--- config.mk ---
export PLATFORM = sky130hd
export DESIGN_NAME = sleep_boot_ctl
export DESIGN_NICKNAME = d
export VERILOG_FILES = /design/src/rtl/sleep_boot_pkg.sv /design/src/rtl/sleep_boot_ctrl.sv /design/src/rtl/sleep_boot_timer.sv /design/src/rtl/sleep_boot_dp.sv /design/src/rtl/sleep_boot_ctl.sv
export SDC_FILE = /design/constraint.sdc
export NUM_CORES = 1
export LEC_CHECK = 0
export ABC_CLOCK_PERIOD_IN_PS = 5100
export CORE_MARGIN = 2
export CORE_UTILIZATION = 35
export CTS_BUF_LIST = sky130_fd_sc_hd__clkbuf_4
export CTS_CLUSTER_SIZE = 10
export DETAILED_ROUTE_END_ITERATION = 12
export DONT_BUFFER_PORTS = 1
export PLACE_DENSITY = 0.45
export SLEW_MARGIN = 10
export SYNTH_ARGS = -nofsm -noshare
export SYNTH_HDL_FRONTEND = slang
export SYNTH_HIERARCHICAL = 1
export SYNTH_SLANG_ARGS = --single-unit
--- constraint.sdc ---
create_clock -name clk -period 5.1 [get_ports clk]
set_clock_uncertainty 0.1 [all_clocks]
set_input_delay 1.02 -clock clk [delete_from_list [all_inputs] [get_ports clk]]
set_output_delay 1.02 -clock clk [all_outputs]
set_load 0.005 [all_outputs]
--- src/rtl/sleep_boot_pkg.sv ---
package sleep_boot_pkg;

  typedef enum logic [2:0] {
    SEL_NONE,
    SEL_SLEEP,
    SEL_RST,
    SEL_HALT,
    SEL_DLY
  } readSelT;

  typedef struct packed {
    logic    wrSleep;
    logic    wrRst;
    logic    wrHalt;
    logic    wrDly;
    readSelT rdSel;
  } strobeT;

  localparam int WAKE_BIT  = 0;
  localparam int READY_BIT = 2;

endpackage

--- src/rtl/sleep_boot_ctrl.sv ---
module sleep_boot_ctrl
  import sleep_boot_pkg::*;
#(
  parameter int ADDR_W    = 8,
  parameter int OFS_SLEEP = 'h00,
  parameter int OFS_RST   = 'h04,
  parameter int OFS_HALT  = 'h08,
  parameter int OFS_DLY   = 'h0C
) (
  input  logic              regWe,
  input  logic [ADDR_W-1:0] regAddr,
  output strobeT            strobes
);

  localparam logic [ADDR_W-1:0] A_SLEEP = ADDR_W'(OFS_SLEEP);
  localparam logic [ADDR_W-1:0] A_RST   = ADDR_W'(OFS_RST);
  localparam logic [ADDR_W-1:0] A_HALT  = ADDR_W'(OFS_HALT);
  localparam logic [ADDR_W-1:0] A_DLY   = ADDR_W'(OFS_DLY);

  always_comb begin
    strobes = '0;
    strobes.rdSel = SEL_NONE;
    unique case (regAddr)
      A_SLEEP: begin strobes.rdSel = SEL_SLEEP; strobes.wrSleep = regWe; end
      A_RST:   begin strobes.rdSel = SEL_RST;   strobes.wrRst   = regWe; end
      A_HALT:  begin strobes.rdSel = SEL_HALT;  strobes.wrHalt  = regWe; end
      A_DLY:   begin strobes.rdSel = SEL_DLY;   strobes.wrDly   = regWe; end
      default: strobes.rdSel = SEL_NONE;
    endcase
  end

endmodule

--- src/rtl/sleep_boot_timer.sv ---
module sleep_boot_timer #(
  parameter int DLY_W = 8
) (
  input  logic             clk,
  input  logic             rst,
  input  logic             clear,
  input  logic [DLY_W-1:0] limit,
  output logic             done
);

  logic [DLY_W-1:0] cnt;

  always_ff @(posedge clk) begin
    if (rst || clear) begin
      cnt <= '0;
    end else if (cnt < limit) begin
      cnt <= cnt + 1'b1;
    end
  end

  assign done = (cnt >= limit);

endmodule

--- src/rtl/sleep_boot_dp.sv ---
module sleep_boot_dp
  import sleep_boot_pkg::*;
#(
  parameter int DATA_W  = 32,
  parameter int DLY_W   = 8,
  parameter int DLY_RST = 16
) (
  input  logic              clk,
  input  logic              rst,
  input  strobeT            strobes,
  input  logic [DLY_W-1:0]  wrData,
  input  logic              coreReady,
  input  logic              bootStrap,
  output logic [DATA_W-1:0] rdData,
  output logic              coreRst,
  output logic              cpuHalt,
  output logic              wakeReq
);

  logic             wakeQ;
  logic             rstQ;
  logic             haltQ;
  logic [DLY_W-1:0] dlyQ;
  logic             startWake;
  logic             goSleep;
  logic             timerClear;
  logic             delayDone;
  logic             readyNow;

  assign startWake  = strobes.wrSleep & wrData[WAKE_BIT] & ~wakeQ;
  assign goSleep    = strobes.wrSleep & ~wrData[WAKE_BIT];
  assign timerClear = startWake | goSleep | rstQ | ~wakeQ;

  always_ff @(posedge clk) begin
    if (rst) begin
      wakeQ <= 1'b0;
      rstQ  <= 1'b0;
      haltQ <= ~bootStrap;
      dlyQ  <= DLY_W'(DLY_RST);
    end else begin
      if (strobes.wrSleep) wakeQ <= wrData[WAKE_BIT];
      if (strobes.wrRst)   rstQ  <= wrData[0];
      if (strobes.wrHalt)  haltQ <= wrData[0];
      if (strobes.wrDly)   dlyQ  <= wrData;
    end
  end

  sleep_boot_timer #(.DLY_W(DLY_W)) wakeTimer (
    .clk  (clk),
    .rst  (rst),
    .clear(timerClear),
    .limit(dlyQ),
    .done (delayDone)
  );

  assign readyNow = wakeQ & ~rstQ & coreReady & delayDone;

  always_comb begin
    rdData = '0;
    case (strobes.rdSel)
      SEL_SLEEP: begin
        rdData[WAKE_BIT]  = wakeQ;
        rdData[READY_BIT] = readyNow;
      end
      SEL_RST:  rdData[0] = rstQ;
      SEL_HALT: rdData[0] = haltQ;
      SEL_DLY:  rdData[DLY_W-1:0] = dlyQ;
      default:  rdData = '0;
    endcase
  end

  assign coreRst = rstQ;
  assign cpuHalt = haltQ;
  assign wakeReq = wakeQ;

  AST_SLEEP_DROPS_READY: assert property (@(posedge clk) disable iff (rst)
    (strobes.wrSleep && !wrData[WAKE_BIT]) |=> !readyNow);

  AST_RST_IS_LEVEL: assert property (@(posedge clk) disable iff (rst)
    !strobes.wrRst |=> $stable(rstQ));

  AST_HALT_HOLDS: assert property (@(posedge clk) disable iff (rst)
    !strobes.wrHalt |=> $stable(haltQ));

  AST_WAKE_WAITS: assert property (@(posedge clk) disable iff (rst)
    (startWake && dlyQ != '0) |=> !readyNow);

  AST_STRAP_HALT: assert property (@(posedge clk) disable iff (rst)
    $fell(rst) |-> (haltQ == !$past(bootStrap)));

  AST_DLY_KEPT_IN_RST: assert property (@(posedge clk) disable iff (rst)
    (rstQ && !strobes.wrDly) |=> $stable(dlyQ));

endmodule

--- src/rtl/sleep_boot_ctl.sv ---
module sleep_boot_ctl
  import sleep_boot_pkg::*;
#(
  parameter int ADDR_W  = 8,
  parameter int DLY_W   = 8,
  parameter int DLY_RST = 16
) (
  input  logic              clk,
  input  logic              rst,
  input  logic              regWe,
  input  logic [ADDR_W-1:0] regAddr,
  input  logic [31:0]       regWdata,
  output logic [31:0]       regRdata,
  input  logic              coreReady,
  input  logic              bootStrap,
  output logic              coreRst,
  output logic              cpuHalt,
  output logic              wakeReq
);

  localparam int DATA_W = 32;

  strobeT strobes;
  logic   unusedWdata;

  assign unusedWdata = ^regWdata[DATA_W-1:DLY_W];

  sleep_boot_ctrl #(.ADDR_W(ADDR_W)) ctrl (
    .regWe  (regWe),
    .regAddr(regAddr),
    .strobes(strobes)
  );

  sleep_boot_dp #(
    .DATA_W (DATA_W),
    .DLY_W  (DLY_W),
    .DLY_RST(DLY_RST)
  ) dp (
    .clk      (clk),
    .rst      (rst),
    .strobes  (strobes),
    .wrData   (regWdata[DLY_W-1:0]),
    .coreReady(coreReady),
    .bootStrap(bootStrap),
    .rdData   (regRdata),
    .coreRst  (coreRst),
    .cpuHalt  (cpuHalt),
    .wakeReq  (wakeReq)
  );

endmodule

# Word-level counts from Yosys, hierarchy flattened
# Cells that the tools add are included.
# Widths: inputs -> output; s select.
# word_totals
ff_bits	19
input_bits	45
wordCells	42
# op_classes
addsub	1
order_cmp	2
eq_ne	7
n_mux	11
bitwise	13
reduce_logical	3
# op_table
operator	count
$eq 8x4->1 const B	2
$pmux 3 s4	1
$add 8x1->8 const B	1
$eq 8x3->1 const B	1
$ge 8x8->1	1
$logic_not 8->1	1
$lt 8x8->1	1
$mux 1	7
$and 1x1->1	6
$eq 3x2->1 const B	2
$mux 5	1
$not 1->1	4
$pmux 1 s4	1
$eq 3x1->1 const B	1
$eq 3x3->1 const B	1
$or 1x1->1	3
$pmux 1 s2	1
$reduce_bool 2->1	1
$logic_or 1x1->1	1

# Logic depth before layout (Yosys ltp)
# Gate-level depths: netlist (run 1).
# logic_depth
ltp_word	8
mapped_depth	9
mapped_depth_nobuf	8

# Cells and area by module
# The synthesis (run 1) kept the hierarchy.
# modules_own_cells
mod	instances	cells_each	area_per_inst_um2	seq_area_each_um2
sleep_boot_dp	1	78	715.7	230.2
sleep_boot_timer	1	74	584.3	160.2
sleep_boot_ctrl	1	13	88.8	0.0

# Least setup slack after synthesis (run 1)
# No wires, ideal clock.
# synth_path
path_kind	input port to output port
start	input regAddr[1]
end	output regRdata[0]
arrival_time_ns	2.887
required_time_ns	3.980
setup_slack_ns	1.093
stages	6
n_path_buf	1
path_cell_list	or4_1 > buf_2 > nor4_1 > mux2_4 > a21oi_2 > o21ai_2
# synth_rtl
element	line	text
from (decl)	sleep_boot_ctl.sv:11	input logic [ADDR_W-1:0] regAddr,
to (decl)	sleep_boot_ctl.sv:13	output logic [31:0] regRdata,

==> summary.md, run 1 <==
| Metric | Value |
|---|---|
| Status | `complete, no violations` |
| Post-synthesis xor/xnor area fraction | `0.006306` |
| CTS root buffer | `clkbuf_4` |
| Post-layout min period | `4119 ps` |
| Die Wd | `66.99 um` |
| Final Hold Fails | `0` |
| Largest family of logic cells by synthesized area | `simple AND/OR/NAND/NOR gates` |
| Vias post-DR | `1062` |
| Crit path DAT | `3000 ps` |
| Clk slew on worst S/H paths | `110 ps` |
| Hold_ws | `400.0 ps` |
| CTS Buf Count | `3` |
| Routed length per placed instance | `12.86 um` |
| Final setup vio count | `0` |
| Syn Inst Count | `165` |
| Post-CTS Setup Inserts | `0` |
| Register area share after synthesis | `0.2811` |
| Gates resized, CTS repair | `0` |
| Grt total ovfl | `0` |
| Gr usage total | `0.1323` |
| EDFF count, synth | `1` |
| Largest net degree at the start of global routing | `16` |
| Clk sink count | `19` |
| Normalized max-slew margin | `0.3819` |
| Diode count | `0` |
| Critical path required time | `3980 ps` |
| CTS tree | `yes` |
| Clk buf depth | `2` |
| Max Freq | `242.8 MHz` |
| Detailed-route wire length | `2740 um` |
| Num rows | `22` |
| Yosys reg bits | `19` |
| Chip Height | `66.99 um` |
| Final WS setup | `981.0 ps` |
| Drt pass-1 iters | `3` |
| Vias in the first global route | `1051` |
| Leak pwr | `0.5310 nW` |
| H-tree levels | `1` |
| Avg Vias per Cell | `4.986` |
| Place WS | `1025 ps` |
| Clk_lat worst skew | `290 ps` |
| Core ar. | `3744 sq um` |
| Worst-Margin Slew | `927.2 ps` |
| PwrDens | `176.0 nW/um^2` |
| VDD IR max | `71.63 uV` |
| Critical path capture point type | `output port` |
| Initial Utilization | `0.3710` |
| Antenna viol nets, final | `0` |
| Crit Path Class | `in -> out` |
| Global-route wire length before repair | `4540 um` |
| DP Wirelength | `2160 um` |
| Fin crit share | `0.8077` |
| Max cap viols | `0` |
| Unrepaired setup endpoints after global routing | `no` |
| NumNets Final | `220` |
| Multiplexer share of the synthesized area | `0.08288` |
| Synth Warn # | `6` |
| Routability cong. | `0.7999` |
| Min-delay worst type | `reg -> reg` |
| Critical Path Start Type | `primary input` |
| Initial DRC Count | `23` |
| Initial antenna violation count | `0` |
| Drt drc | `0` |
| Post-synthesis simple-gate area fraction | `0.2505` |
| Crit path max fanout | `7` |
| Adder-Cell Fraction of Synth Area | `0.08108` |
| Hold_buf cts | `0` |
| Final slew viol count | `0` |
| IO Pins | `80` |
| Synth unique cells | `38` |
| Async set-reset flop share out of synthesis | `0` |
| Area delta synth->final | `-1.081%` |
| Mapped cell area | `1389 sq um` |
| Ys flop type | `dfxtp_1` |
| TNS Setup | `0 ps` |
| Port Buffers | `0` |
| Share of cells above drive strength 1 | `0.09697` |
| Syn_area_per_cell | `8.417 sq um` |
| Final core utilization | `0.3670` |
| Synth Area in Compound Gates | `0.1198` |
| Die Area | `4488 sq um` |
| Final Total Pwr | `241.8 uW` |
==> layout make-up <==
class                      count  area, sq um
timing repair buffer           2        15.01
clock buffer                   4        30.03
multi-input combinational    130        840.8
tap                           48        60.06
fill                         408         2370
sequential                    19        390.4
inverter                      10        37.54
==> state kept, by name, indices dropped and copies added, names as in the netlist <==
name / count
dp/dlyQ: 8
dp/wakeTimer/cnt: 8
dp/coreRst: 1
dp/cpuHalt: 1
dp/wakeReq: 1
==> kinds of logic after synthesis <==
| group | Yosys count |
|---|---|
| flops | 19 |
| xor+xnor | 1 |
| simple gates | 58 |
| other cells | 1 |
| compound gates | 27 |
| buf+inv | 39 |
| mux | 11 |
| fa+ha+maj | 9 |
==> cell usage after synthesis, drive strengths merged, types with 2 or more instances <==
cell | n | area [sq um]
or2 | 2 | 12.51
nor2b | 3 | 18.77
ha | 9 | 112.6
nand4 | 6 | 37.54
nand2 | 7 | 26.28
o211ai | 2 | 20.02
and2 | 7 | 43.79
inv | 10 | 37.54
or3 | 5 | 31.28
nor2 | 12 | 45.04
mux2i | 10 | 100.1
buf | 28 | 202.7
o21ai | 9 | 48.80
nor4 | 5 | 31.28
dfxtp | 18 | 360.4
a21oi | 12 | 63.81
or4 | 3 | 22.52
==> worst paths after layout <==
check             depth (start not counted)                        startpoint                               end  slack, ps
setup / recovery                          4                        regAddr[1]                       regRdata[2]        980
hold / removal                            2  dp/wakeTimer/cnt[7]$_SDFFE_PP0N_  dp/wakeTimer/cnt[7]$_SDFFE_PP0N_        400
setup reg to reg                          6  dp/wakeTimer/cnt[1]$_SDFFE_PP0N_  dp/wakeTimer/cnt[1]$_SDFFE_PP0N_       2820
hold reg to reg                           2  dp/wakeTimer/cnt[7]$_SDFFE_PP0N_  dp/wakeTimer/cnt[7]$_SDFFE_PP0N_        400
==> cell usage in the layout, fill, tap and decap left out, drive strengths merged, types with 2 or more instances in the layout <==
| cell type | n |
|---|---|
| o21ai | 9 |
| nor2b | 3 |
| and2 | 7 |
| ha | 9 |
| or4 | 3 |
| buf | 2 |
| nor4 | 5 |
| or3 | 5 |
| clkbuf | 4 |
| or2 | 2 |
| o211ai | 2 |
| nand2 | 7 |
| conb | 24 |
| nor2 | 12 |
| dfxtp | 18 |
| a21oi | 12 |
| inv | 10 |
| mux2i | 10 |
| nand4 | 6 |
==> routing by layer <==
metal / part of all wire / global-route usage / wire length (um) / vias to the layer above
li1: - / - / - / 533
met2: 0.47 / 0.2350 / 1290 / 39
met3: 0.057 / 0.01858 / 155 / 4
met1: 0.46 / 0.1564 / 1253 / 486
met5: 0 / 0 / 0 / -
met4: 0.015 / 0.05867 / 40 / 0
==> report_power, final <==
part / switching [mW] / internal [mW] / leakage (nW)
Clock: 0.0452 / 0.0357 / 0.0184
Combinational: 0.00667 / 0.00293 / 0.358
Sequential: 0.000688 / 0.151 / 0.155
Total: 0.0526 / 0.189 / 0.531
==> stage by stage <==
step | instance area, sq um | cells
after floorplan | 1475 | 188
after global placement | 1344 | 209
after detailed placement | 1344 | 209
after CTS | 1374 | 213
after global routing | 1374 | 213
final | 1374 | 213
==> worst max-delay path, stage by stage <==
cell and delay (ps):
or4_1 660, nor4_1 690, nor4bb_1 360, a32o_1 260
Note: power is estimated with default switching activity, not from simulation.
==> run 2, diff against run 1 <==
--- a/config.mk
+++ b/config.mk
@@ -5,14 +5,15 @@
 export SDC_FILE = /design/constraint.sdc
 export NUM_CORES = 1
 export LEC_CHECK = 0
-export ABC_CLOCK_PERIOD_IN_PS = 5100
+export ABC_AREA = 1
+export ABC_CLOCK_PERIOD_IN_PS = 3500
 export CORE_MARGIN = 2
 export CORE_UTILIZATION = 35
 export CTS_BUF_LIST = sky130_fd_sc_hd__clkbuf_4
 export CTS_CLUSTER_SIZE = 10
 export DETAILED_ROUTE_END_ITERATION = 12
 export DONT_BUFFER_PORTS = 1
-export PLACE_DENSITY = 0.45
+export PLACE_DENSITY = 0.47
 export SLEW_MARGIN = 10
 export SYNTH_ARGS = -nofsm -noshare
 export SYNTH_HDL_FRONTEND = slang
==> constraint.sdc (replaced) <==
create_clock -name clk -period 3.5 [get_ports clk]
set_clock_uncertainty 0.1 [all_clocks]
set_input_delay 0.7 -clock clk [delete_from_list [all_inputs] [get_ports clk]]
set_output_delay 0.7 -clock clk [all_outputs]
set_load 0.005 [all_outputs]
==> run 2 against run 1 <==
Effect of this change: sequential cell count unchanged; critical endpoint unchanged; highest routed layer unchanged; count of clock-buffer cells in the layout down 1; combinational power up 120%; design area up 6.8%; critical path type is now reg -> out; hold slack worse by 52 ps.
==> summary.md, run 2 <==
| Metric | Value |
|---|---|
| WHS Endpoint | `dp/coreRst$_SDFFE_PP0P_ (was dp/wakeTimer/cnt[7]$_SDFFE_PP0N_)` |
| Final core utilization | `0.3617 (was 0.3670)` |
| Unrepaired setup endpoints after global routing | `no (unchanged)` |
| Vias post-DR | `1217 (was 1062)` |
| Commonest cells post-synth | `nor2_1 (40), nand2_1 (38), inv_1 (34), buf_4 (24), dfxtp_1 (18) (was buf_4 (25), dfxtp_1 (18), nor2_1 (12), a21oi_1 (11))` |
| Critical Path Start Type | `flop (was primary input)` |
| Post-layout min period | `2588 ps` |
| Crit path DAT | `1790 ps (was 3000 ps)` |
| Clock power frac | `0.324 (was 0.335)` |
| Routability cong. | `0.7501 (was 0.7999)` |
| Ys flop type | `dfxtp_1 (unchanged)` |
| Grt total ovfl | `0 (unchanged)` |
| Place WS | `1076 ps (was 1025 ps)` |
| Worst r2r path cells | `6 (unchanged)` |
| Met2 WL | `1182 um (was 1290 um)` |
| Syn_area_per_cell | `6.412 sq um (was 8.417 sq um)` |
| Post-CTS Setup Inserts | `0 (unchanged)` |
| Syn Inst Count | `233 (was 165)` |
| RR Endpoint | `dp/wakeTimer/cnt[3]$_SDFFE_PP0N_ (was dp/wakeTimer/cnt[1]$_SDFFE_PP0N_)` |
| Area delta synth->final | `-1.759% (was -1.081%)` |
| CTS root buffer | `clkbuf_4 (unchanged)` |
| Final setup vio count | `0 (unchanged)` |
| Drt drc | `0 (unchanged)` |
| Drt pass-1 iters | `4 (was 3)` |
| NumNets Final | `289 (was 220)` |
| Hold_buf cts | `0 (unchanged)` |
| Final slew viol count | `0 (unchanged)` |
| Yosys reg bits | `19 (unchanged)` |
| Clk slew on worst S/H paths | `120 ps (was 110 ps)` |
| Gates resized, CTS repair | `0 (unchanged)` |
| Initial antenna violation count | `0 (unchanged)` |
| Antenna viol nets, final | `0 (unchanged)` |
| Largest net degree at the start of global routing | `18 (was 16)` |
| PwrDens | `243.8 nW/um^2 (was 176.0 nW/um^2)` |
| CTS tree | `yes (unchanged)` |
| Sw frac | `0.2522 (was 0.2175)` |
| TNS Setup | `0 ps (unchanged)` |
| DP Cell Count | `280 (was 209)` |
| Register area share after synthesis | `0.2613 (was 0.2811)` |
| Final WS setup | `912.2 ps (was 981.0 ps)` |
| Diode count | `0 (unchanged)` |
| Top-area cell type share of the netlist area | `0.2412 (was 0.2595)` |
| Crit path max fanout | `7 (unchanged)` |
| Clk sink count | `19 (unchanged)` |
| Critical path capture point type | `output port (unchanged)` |
| Routed length per placed instance | `9.887 um (was 12.86 um)` |
| P_sw | `90.24 uW (was 52.61 uW)` |
| Clk buf depth | `2 (unchanged)` |
| Area contributors post-synth | `dfxtp_1 (24%), buf_4 (12%), nor2_1 (10%) (was dfxtp_1 (26%), buf_4 (14%), ha_1 (8.1%))` |
| Routed length on met3 | `137 um (was 155 um)` |
| Crit Path Class | `reg -> out (was in -> out)` |
| Hold_sp | `rst (was dp/wakeTimer/cnt[7]$_SDFFE_PP0N_)` |
| R2R Path Start | `dp/coreRst$_SDFFE_PP0P_ (was dp/wakeTimer/cnt[1]$_SDFFE_PP0N_)` |
| Synth Warn # | `6 (unchanged)` |
| Clk_lat worst skew | `300 ps (was 290 ps)` |
| Fin crit share | `0.7394` |
| Met1 Wirelength | `1474 um (was 1253 um)` |
| Top sig layer | `met4 (unchanged)` |
| Worst R2R Setup Slack | `1840 ps (was 2820 ps)` |
| DP Wirelength | `2281 um (was 2160 um)` |
| Internal power | `267.6 uW (was 189.2 uW)` |
| Initial Utilization | `0.3682 (was 0.3710)` |
| Gr usage total | `0.1245 (was 0.1323)` |
| Hold Path Cell Cnt | `1 (was 2)` |
| Placed cell area | `1440 sq um (was 1344 sq um)` |
| EDFF count, synth | `1 (unchanged)` |
| Worst-Margin Slew | `588.8 ps (was 927.2 ps)` |
| Synth unique cells | `24 (was 38)` |
| Die Area | `4807 sq um (was 4488 sq um)` |
| Final Total Pwr | `357.9 uW (was 241.8 uW)` |
| Top-count cell post-synth | `nor2_1 (was buf_4)` |
| Critical path required time | `2700 ps (was 3980 ps)` |
| Leak pwr | `0.6782 nW (was 0.5310 nW)` |
| Final Hold Fails | `0 (unchanged)` |
| Cell taking the most area after synthesis | `dfxtp_1 (unchanged)` |
| Hold_ws | `348.0 ps (was 400.0 ps)` |
| Layout Cells excl Fill | `284 (was 213)` |
| Most frequent cells in the layout | `nor2_1 (40), nand2_1 (38), inv_1 (34) (was conb_1 (24), dfxtp_1 (18), nor2_1 (12))` |
| Detailed-route wire length | `2808 um (was 2740 um)` |
| Top Registers | `dp/dlyQ (8), dp/wakeTimer/cnt (8) (unchanged)` |
| IO Pins | `80 (unchanged)` |
| Port Buffers | `0 (unchanged)` |
| Chip Height | `69.33 um (was 66.99 um)` |
| CTS Buf Count | `3 (unchanged)` |
| VDD IR max | `253.4 uV (was 71.63 uV)` |
| Status | `complete, no violations (unchanged)` |
| Logic pwr share | `0.059 (was 0.040)` |
| Max cap viols | `0 (unchanged)` |
| Commonest non-fill, non-tap cell in the layout | `nor2_1 (was conb_1)` |
| Avg Vias per Cell | `4.285 (was 4.986)` |
| Max Freq | `386.4 MHz` |
| Die Wd | `69.33 um (was 66.99 um)` |
| Core ar. | `4058 sq um (was 3744 sq um)` |
| Post-route cell area | `1468 sq um (was 1374 sq um)` |
| Num rows | `23 (was 22)` |
| Min-delay worst type | `in -> reg (was reg -> reg)` |
| Share of cells above drive strength 1 | `0.1068 (was 0.09697)` |
| Flop pwr share | `0.617 (was 0.625)` |
| Normalized max-slew margin | `0.6060 (was 0.3819)` |
| Global-route wire length before repair | `5037 um (was 4540 um)` |
| Async set-reset flop share out of synthesis | `0 (unchanged)` |
| H-tree levels | `1 (unchanged)` |
| Vias in the first global route | `1142 (was 1051)` |
| Initial DRC Count | `59 (was 23)` |
| Mapped cell area | `1494 sq um (was 1389 sq um)` |
==> run 2: how the worst max path moves through the flow <==
stage | from | to | slack, ps
finish | dp/dlyQ[7]$_SDFFE_PP0P_ | regRdata[2] | 910
global route | dp/dlyQ[1]$_SDFFE_PP0P_ | regRdata[2] | 740
CTS | dp/dlyQ[7]$_SDFFE_PP0P_ | regRdata[2] | 870
detailed placement | regAddr[6] | regRdata[2] | 1080
global placement | regAddr[6] | regRdata[2] | 1070
floorplan | regAddr[6] | regRdata[2] | 1210
==> run 2: final cells by class <==
type,count,area (sq um)
Sequential cell,19,390.4
Tap cell,50,62.56
Clock inverter,1,5.005
Inverter,42,157.7
Multi-Input combinational cell,169,829.5
Clock buffer,3,22.52
Fill cell,468,2590
==> run 2: worst max-delay path: stages (launching register included) <==
cell and delay (ps):
dfxtp_1 350, inv_1 50, ha_1 300, nand2_2 80
inv_1 50, nand2_1 60, nand2_2 140, inv_2 80
nand3_1 90, nand2_1 50, nor2_1 90, nand2_1 50
nand2_1 90
==> run 2: routing by layer <==
metal  GRT usage  up-vias
met5           0        -
met4     0.01307        0
met3     0.02907        2
met2      0.1976       34
met1      0.1775      505
li1            -      676
==> run 2: kinds of logic after synthesis <==
logic type / synth area share
other: 0.002510
AND/OR/NAND/NOR: 0.3266
AO/OA/AOI/OAI: 0.09296
buffers and inverters: 0.2412
flip-flops: 0.2613
adder cells (fa/ha/maj): 0.07538
==> run 2: power by group through the flow <==
stage / Clock, mW / Combinational (mW) / Sequential [mW]
6_report: 0.116 / 0.0211 / 0.221
4_1_cts: 0.122 / 0.0208 / 0.221
3_3_place_gp: 0 / 0.0206 / 0.226
3_5_place_dp: 0 / 0.0207 / 0.226
5_1_grt: 0.131 / 0.0259 / 0.221
2_1_floorplan: 0 / 0.0381 / 0.225
